## src/rtl/anpio_pkg.sv

```systemverilog
package anpio_pkg;

    localparam int DW = 8;

    typedef enum logic [1:0] {
        SEL_DAT_A = 2'd0,
        SEL_DAT_B = 2'd1,
        SEL_DIR_A = 2'd2,
        SEL_DIR_B = 2'd3
    } reg_sel_e;

    typedef struct packed {
        logic [DW-1:0] lat_a;
        logic [DW-1:0] dir_a;
        logic [DW-1:0] lat_b;
        logic [DW-1:0] dir_b;
        logic [DW-1:0] rdata;
    } regs_t;

endpackage

```

## src/rtl/anpio_sync.sv

```systemverilog
module anpio_sync #(
    parameter int W      = 8,
    parameter int STAGES = 2
) (
    input  logic         clk,
    input  logic         rst_n,
    input  logic [W-1:0] din,
    output logic [W-1:0] dout
);
    logic [W-1:0] stg_d [STAGES];
    logic [W-1:0] stg_q [STAGES];

    always_comb begin
        stg_d[0] = din;
        for (int s = 1; s < STAGES; s++) begin
            stg_d[s] = stg_q[s-1];
        end
    end

    always_ff @(posedge clk or negedge rst_n) begin
        if (!rst_n) begin
            for (int s = 0; s < STAGES; s++) stg_q[s] <= '0;
        end else begin
            for (int s = 0; s < STAGES; s++) stg_q[s] <= stg_d[s];
        end
    end

    assign dout = stg_q[STAGES-1];
endmodule

```

## src/rtl/anpio_pinmux.sv

```systemverilog
module anpio_pinmux #(
    parameter int          W       = 8,
    parameter logic [7:0]  MASK    = 8'h1B,
    parameter bit          MUX_EN  = 1'b1,
    parameter int          MUX_LO  = 0,
    parameter bit          TRIG_EN = 1'b1,
    parameter int          TRIG_LO = 3
) (
    input  logic [W-1:0] lat,
    input  logic [W-1:0] dir,
    input  logic [W-1:0] sync,
    input  logic         mux_mode,
    input  logic [1:0]   mux_addr,
    input  logic         trig_mode,
    output logic [W-1:0] oe,
    output logic [W-1:0] out,
    output logic [W-1:0] rd
);
    for (genvar i = 0; i < W; i++) begin : g_pin
        localparam bit IS_MUX  = MUX_EN  && (i == MUX_LO  || i == MUX_LO + 1);
        localparam bit IS_TRIG = TRIG_EN && (i == TRIG_LO || i == TRIG_LO + 1);
        if (!MASK[i]) begin : g_none
            assign oe[i]  = 1'b0;
            assign out[i] = 1'b0;
            assign rd[i]  = 1'b0;
        end else if (IS_MUX) begin : g_mux
            localparam int K = i - MUX_LO;
            assign oe[i]  = mux_mode | dir[i];
            assign out[i] = mux_mode ? mux_addr[K] : lat[i];
            assign rd[i]  = mux_mode ? mux_addr[K] : (dir[i] ? lat[i] : sync[i]);
        end else if (IS_TRIG) begin : g_trig
            assign oe[i]  = ~trig_mode & dir[i];
            assign out[i] = lat[i];
            assign rd[i]  = (trig_mode || !dir[i]) ? sync[i] : lat[i];
        end else begin : g_plain
            assign oe[i]  = dir[i];
            assign out[i] = lat[i];
            assign rd[i]  = dir[i] ? lat[i] : sync[i];
        end
    end
endmodule

```

## src/rtl/anpio_port.sv

```systemverilog
module anpio_port
    import anpio_pkg::*;
#(
    parameter logic [7:0] A_MASK      = 8'h1B,
    parameter logic [7:0] B_MASK      = 8'h0F,
    parameter int         MUX_LO      = 0,
    parameter int         TRIG_LO     = 3,
    parameter int         SYNC_STAGES = 2
) (
    input  logic          clk,
    input  logic          rst_n,
    input  logic          bus_sel,
    input  logic          bus_we,
    input  logic [1:0]    bus_addr,
    input  logic [DW-1:0] bus_wdata,
    output logic [DW-1:0] bus_rdata,
    input  logic          mux_mode,
    input  logic [1:0]    mux_addr,
    input  logic          trig_mode,
    output logic [1:0]    trig_lvl,
    input  logic [DW-1:0] pad_a_in,
    output logic [DW-1:0] pad_a_out,
    output logic [DW-1:0] pad_a_oe,
    input  logic [DW-1:0] pad_b_in,
    output logic [DW-1:0] pad_b_out,
    output logic [DW-1:0] pad_b_oe
);
    regs_t         regs_d, regs_q;
    logic [DW-1:0] sync_a, sync_b, rd_a, rd_b;

    anpio_sync #(.W(DW), .STAGES(SYNC_STAGES)) sync_a_i (
        .clk(clk), .rst_n(rst_n), .din(pad_a_in), .dout(sync_a));
    anpio_sync #(.W(DW), .STAGES(SYNC_STAGES)) sync_b_i (
        .clk(clk), .rst_n(rst_n), .din(pad_b_in), .dout(sync_b));

    anpio_pinmux #(.W(DW), .MASK(A_MASK), .MUX_EN(1'b1), .MUX_LO(MUX_LO),
                   .TRIG_EN(1'b1), .TRIG_LO(TRIG_LO)) mux_a_i (
        .lat(regs_q.lat_a), .dir(regs_q.dir_a), .sync(sync_a),
        .mux_mode(mux_mode), .mux_addr(mux_addr), .trig_mode(trig_mode),
        .oe(pad_a_oe), .out(pad_a_out), .rd(rd_a));

    anpio_pinmux #(.W(DW), .MASK(B_MASK), .MUX_EN(1'b0), .MUX_LO(0),
                   .TRIG_EN(1'b0), .TRIG_LO(0)) mux_b_i (
        .lat(regs_q.lat_b), .dir(regs_q.dir_b), .sync(sync_b),
        .mux_mode(1'b0), .mux_addr(2'b00), .trig_mode(1'b0),
        .oe(pad_b_oe), .out(pad_b_out), .rd(rd_b));

    always_comb begin
        regs_d = regs_q;
        if (bus_sel && bus_we) begin
            case (reg_sel_e'(bus_addr))
                SEL_DAT_A: regs_d.lat_a = bus_wdata & A_MASK;
                SEL_DAT_B: regs_d.lat_b = bus_wdata & B_MASK;
                SEL_DIR_A: regs_d.dir_a = bus_wdata & A_MASK;
                default:   regs_d.dir_b = bus_wdata & B_MASK;
            endcase
        end
        if (bus_sel && !bus_we) begin
            case (reg_sel_e'(bus_addr))
                SEL_DAT_A: regs_d.rdata = rd_a;
                SEL_DAT_B: regs_d.rdata = rd_b;
                SEL_DIR_A: regs_d.rdata = regs_q.dir_a;
                default:   regs_d.rdata = regs_q.dir_b;
            endcase
        end
    end

    always_ff @(posedge clk or negedge rst_n) begin
        if (!rst_n) regs_q <= '0;
        else        regs_q <= regs_d;
    end

    assign bus_rdata = regs_q.rdata;
    assign trig_lvl  = trig_mode ? sync_a[TRIG_LO +: 2] : 2'b00;
endmodule

```

## config.mk

```make
export PLATFORM = sky130hd
export DESIGN_NAME = anpio_port
export DESIGN_NICKNAME = d
export VERILOG_FILES = /design/src/rtl/anpio_pkg.sv /design/src/rtl/anpio_sync.sv /design/src/rtl/anpio_pinmux.sv /design/src/rtl/anpio_port.sv
export SDC_FILE = /design/constraint.sdc
export NUM_CORES = 1
export LEC_CHECK = 0
export ABC_CLOCK_PERIOD_IN_PS = 2200
export BUFFER_PORTS_ARGS = -buffer_cell sky130_fd_sc_hd__buf_2
export CAP_MARGIN = 20
export CORE_MARGIN = 2
export CORE_UTILIZATION = 35
export DETAILED_ROUTE_END_ITERATION = 8
export SLEW_MARGIN = 20
export SYNTH_ARGS = -nofsm -noshare
export SYNTH_HDL_FRONTEND = slang
export SYNTH_HIERARCHICAL = 1
export SYNTH_SLANG_ARGS = --single-unit
export TNS_END_PERCENT = 20
```

## constraint.sdc

```tcl
create_clock -name clk -period 2.2 [get_ports clk]
set_clock_uncertainty 0.05 [all_clocks]
set_input_delay 0.33 -clock clk [delete_from_list [all_inputs] [get_ports clk]]
set_output_delay 0.33 -clock clk [all_outputs]
set_load 0.01 [all_outputs]
```

### Word-level counts from Yosys, hierarchy flattened

Cells that the tools add are included.
Widths: inputs -> output; s select.

* flip-flop bits (word level): 42
* input bits: 34
* output and inout port bits: 42
* logic and storage cells: 44

* equal/unequal tests: 2
* multiplexer cells: 14
* bitwise logic cells: 6
* reduce and logical (&&, ||, !) cells: 13

Operators by type and width (count)
* $pmux 5 s3: 1
* $mux 1: 12
* $reduce_and 2->1: 4
* $logic_not 1->1: 3
* $reduce_or 3->1: 1
* $and 1x1->1: 2
* $eq 2x1->1 const B: 1
* $eq 2x2->1 const B: 1
* $logic_and 1x1->1: 2
* $logic_not 2->1: 1
* $logic_or 1x1->1: 2
* $mux 2: 1
* $not 1->1: 2
* $or 1x1->1: 2

### Logic depth before layout (Yosys ltp)

* depth after elaboration: 4
* depth in mapped cells: 5

### Hierarchy

Netlist, hierarchy kept.

By module, submodules not included
* anpio_port: times used 1, cells each 86, area each 1179.9 um^2, seq. area each 600.6 um^2
* anpio_sync: times used 2, cells each 16, area each 400.4 um^2, seq. area each 400.4 um^2
* anpio_pinmux at mux_a_i: times used 1, cells each 31, area each 224.0 um^2, seq. area each 0.0 um^2
* anpio_pinmux at mux_b_i: times used 1, cells each 25, area each 214.0 um^2, seq. area each 0.0 um^2

### Least setup slack after synthesis

OpenSTA, ideal clock, no wires.

* path kind: flip-flop to flip-flop
* start: register regs_q[27]
* end: register regs_q[3] (netlist: bus_rdata[3])
* library setup time: 125 ps
* arrival: 1540 ps
* required time: 2025 ps
* path slack: 486 ps
* stages on the path, launching flop included: 5
* buffers on the path: 0
* clock period less this slack: 1714 ps
* cells stage by stage: dfrtp_1 > nor2b_2 > mux2_4 > mux4_2 > mux2_2

* longest elaborated chain between the ends: 4

Ends and longest elaborated chain
* start: declaration: RTL line anpio_port.sv:28 `regs_t regs_d, regs_q;`
* start signal: assignment: RTL line anpio_port.sv:70 `else regs_q <= regs_d;`
* $logic_not 1->1: RTL line anpio_pinmux.sv:34 `assign rd[i] = (trig_mode || !dir[i]) ? sync[i] : lat[i];`
* $logic_or 1x1->1: RTL line anpio_pinmux.sv:34
* $mux 1: RTL line anpio_pinmux.sv:34
* via rd_a[3]: RTL line anpio_port.sv:29 `logic [DW-1:0] sync_a, sync_b, rd_a, rd_b;`
* $pmux 5 s3: RTL line anpio_port.sv:59 `case (reg_sel_e'(bus_addr))`

The timed path passes the listed nets, and every way through them passes these cells.
A chain may end at the register's enable or synchronous reset.

### Worst setup path after layout

Ends and elaborated chain as after synthesis.

==> run_results.csv <==
group,metric,value,unit
yosys,syn-mean-instance-area,12.8,um2
floorplanning,placementRows,27,
detailed_routing,drt_iter0_drc,21,
cells_and_area,drive_above_1_share,47.6,%
detailed_routing,routed_wirelength,3190,um
sta,grt_setup_unrepaired,"false",
placed_design,portBuffers,48,
sta,fmax,580,MHz
critical_path,cell_with_the_biggest_individual_delay_on_the_critical_path,"sky130_fd_sc_hd__mux4_2",
detailed_routing,vias,1106,
cts,cts.repair_timing.setup_buffer_count,0,
critical_path,critical-path-max-stage-delay,0.45,ns
cells_and_area,nNetsFinal,223,
cts,numClockSinks,40,
pwr,vdd_ir_drop_max,0.000277,V
critical_path,critPathMaxFanout,3,
sta,tns,0,ns
pwr,power.density_cell_area,824,nW/um2
cells_and_area,multiInputGateArea,738,um2
detailed_routing,drtPass1Iterations,4,
floorplanning,io_pins,76,
sta,timing.final.max_slew_violations,0,
critical_path,cp.required,2.32,ns
global_route,grt_first_pass_wirelength,5380,um
floorplanning,initial_utilization,36.4,%
floorplanning,die_height,79.9,um
cts,clk_path_buf_depth,2,
critical_path,worstPathCellList,"nor2b_2 -> mux2_4 -> mux4_2 -> mux2_2",
floorplanning,core,5540,um2
cells_and_area,n_antenna_cell,0,
sta,finalHoldViolations,0,
pwr,total_power,0.00179,W
sta,final_min_period_over_clock_period,78.4,%
critical_path,crit_path_end_kind,"flip-flop",
cells_and_area,nFillCells,554,
cts,cts-hold-fix-buffers,0,
yosys,synth_cells,157,
sta,setup_viol,0,
placed_design,gp_congestion,0.698,
global_route,grt_antenna_before_repair,0,
global_route,grt_start_max_net_pins,41,
sta,minimum_setup_slack_in_the_final_design,0.475,ns
critical_path,arrival_time_at_the_worst_endpoint,1.84,ns
global_route,grt-ovfl-total,0,
detailed_routing,drc,0,
yosys,synthesis.area,2010,um2
cts,cts_root_buf,"sky130_fd_sc_hd__clkbuf_8",
min_path,path_category_of_the_worst_min_delay_check,"in -> async",
yosys,synth-warning-count,6,
floorplanning,floorplan.die.width,79.9,um
outcome,run_status,"complete, no violations",
global_route,grt.total_usage,11.3,%
floorplanning,die_area,6380,um2
pwr,cellLeakagePower,1.07,nW
detailed_routing,final_antenna_net_count,0,
cells_and_area,share_of_the_core_filled_with_cells,39.1,%
cells_and_area,finish.cell_count_without_fillers,261,
detailed_routing,vias_per_cell,4.24,
cells_and_area,layout.area.seq,1000,um2
critical_path,timing_worst_setup_path_type,"reg -> reg",
cts,clkSlewWorstSetupHoldPaths,0.07,ns
critical_path,reg2reg_setup_slack,0.48,ns
critical_path,crit_path_start_kind,"flip-flop",
placed_design,placed_cells_incl_taps,254,
placed_design,dpl_worst_slack,0.413,ns
cts,clock_tree_from_tritoncts,"done",
cts,cts_max_level,2,
cts,cts_resized,0,
cts,worst_skew_pair.late_latency,0.28,ns
job,cap_violations,0,
sta,final_period_minus_worst_setup_slack,1.72,ns
cells_and_area,area_growth,7.52,%
detailed_routing,detail_route.wl_per_cell,12.2,um
placed_design,place_hpwl,2370,um
global_route,vias_in_the_first_global_route,1124,
cts,cts-buffers-inserted,5,
-- placed cells by master, fill, tap and decap left out --
cell	count
sky130_fd_sc_hd__buf_2	48
sky130_fd_sc_hd__dfrtp_1	40
sky130_fd_sc_hd__conb_1	24
sky130_fd_sc_hd__mux2_2	21
sky130_fd_sc_hd__o21ai_0	9
sky130_fd_sc_hd__nand2_1	7
sky130_fd_sc_hd__mux2i_1	6
sky130_fd_sc_hd__mux2_4	6
sky130_fd_sc_hd__clkbuf_8	5
sky130_fd_sc_hd__or2_1	3
sky130_fd_sc_hd__mux4_2	3
sky130_fd_sc_hd__and2_1	2
sky130_fd_sc_hd__nor2b_2	2
sky130_fd_sc_hd__inv_1	2
sky130_fd_sc_hd__nand4b_4	1
sky130_fd_sc_hd__nor3_2	1
sky130_fd_sc_hd__nand2b_1	1
sky130_fd_sc_hd__nand3b_1	1
sky130_fd_sc_hd__nand4_1	1
sky130_fd_sc_hd__nand4b_1	1
sky130_fd_sc_hd__nor2_1	1
sky130_fd_sc_hd__a22oi_1	1
sky130_fd_sc_hd__clkinv_2	1
sky130_fd_sc_hd__clkinvlp_4	1
sky130_fd_sc_hd__buf_4	1
-- flip-flops by register name (all words and copies together), names as in the netlist --
| signal | count |
|---|---|
| sync_a_i/dout | 4 |
| sync_b_i/dout | 4 |
| sync_a_i/stg_d | 4 |
| regs_q | 16 |
| bus_rdata | 8 |
| sync_b_i/stg_d | 4 |
-- stage by stage --
step / hold WS [ns] / area, um2
global placement: 0.282 / 2080
floorplan: -0.0156 / 2100
global route: 0.0825 / 2170
CTS: 0.0546 / 2170
detailed placement: 0.286 / 2080
finish: 0.0402 / 2170
-- layer usage --
| metal | up-vias | global-route usage, % | share of wire, % | routed length (um) |
|---|---|---|---|---|
| met4 | 0 | 4.58 | 1.3 | 41 |
| met5 | - | 0 | 0 | 0 |
| li1 | 534 | - | - | - |
| met3 | 4 | 3.62 | 5.4 | 173 |
| met1 | 537 | 13.0 | 43 | 1360 |
| met2 | 31 | 19.4 | 51 | 1610 |
-- path summary, 6_finish.rpt --
path	end	cells after the start	start
max in group asynchronous	bus_rdata[6]	2	rst_n
worst min-delay path	sync_a_i/stg_d[1]	2	rst_n
min in group clk	sync_b_i/stg_d[1]	1	pad_b_in[1]
worst max register to register	bus_rdata[3]	4	regs_q[27]
worst min register to register	sync_a_i/dout[1]	0	sync_a_i/stg_d[1]
worst max-delay path	bus_rdata[3]	4	regs_q[27]
-- critical path, delay by kind of cell, from the launching register on --
family           cells  cell delay [ns]
multiplexers         3             1.00
flip-flops           1             0.39
AND/OR/NAND/NOR      1             0.17
-- power by group --
part | switching (W) | total [W] | internal [W]
sequential | 0.0000755 | 0.000922 | 0.000847
clock | 0.000238 | 0.000453 | 0.000215
combinational | 0.000181 | 0.000410 | 0.000229
-- final cells by class --
class	count	area share, %
Clock inverter	2	0.578
Timing Repair Buffer	49	11.4
Clock buffer	5	3.18
Sequential cell	40	46.2
Multi-Input combinational cell	91	34.1
Inverter	2	0.347
Tap cell	72	4.16
Note: power is estimated with default switching activity, not from simulation.
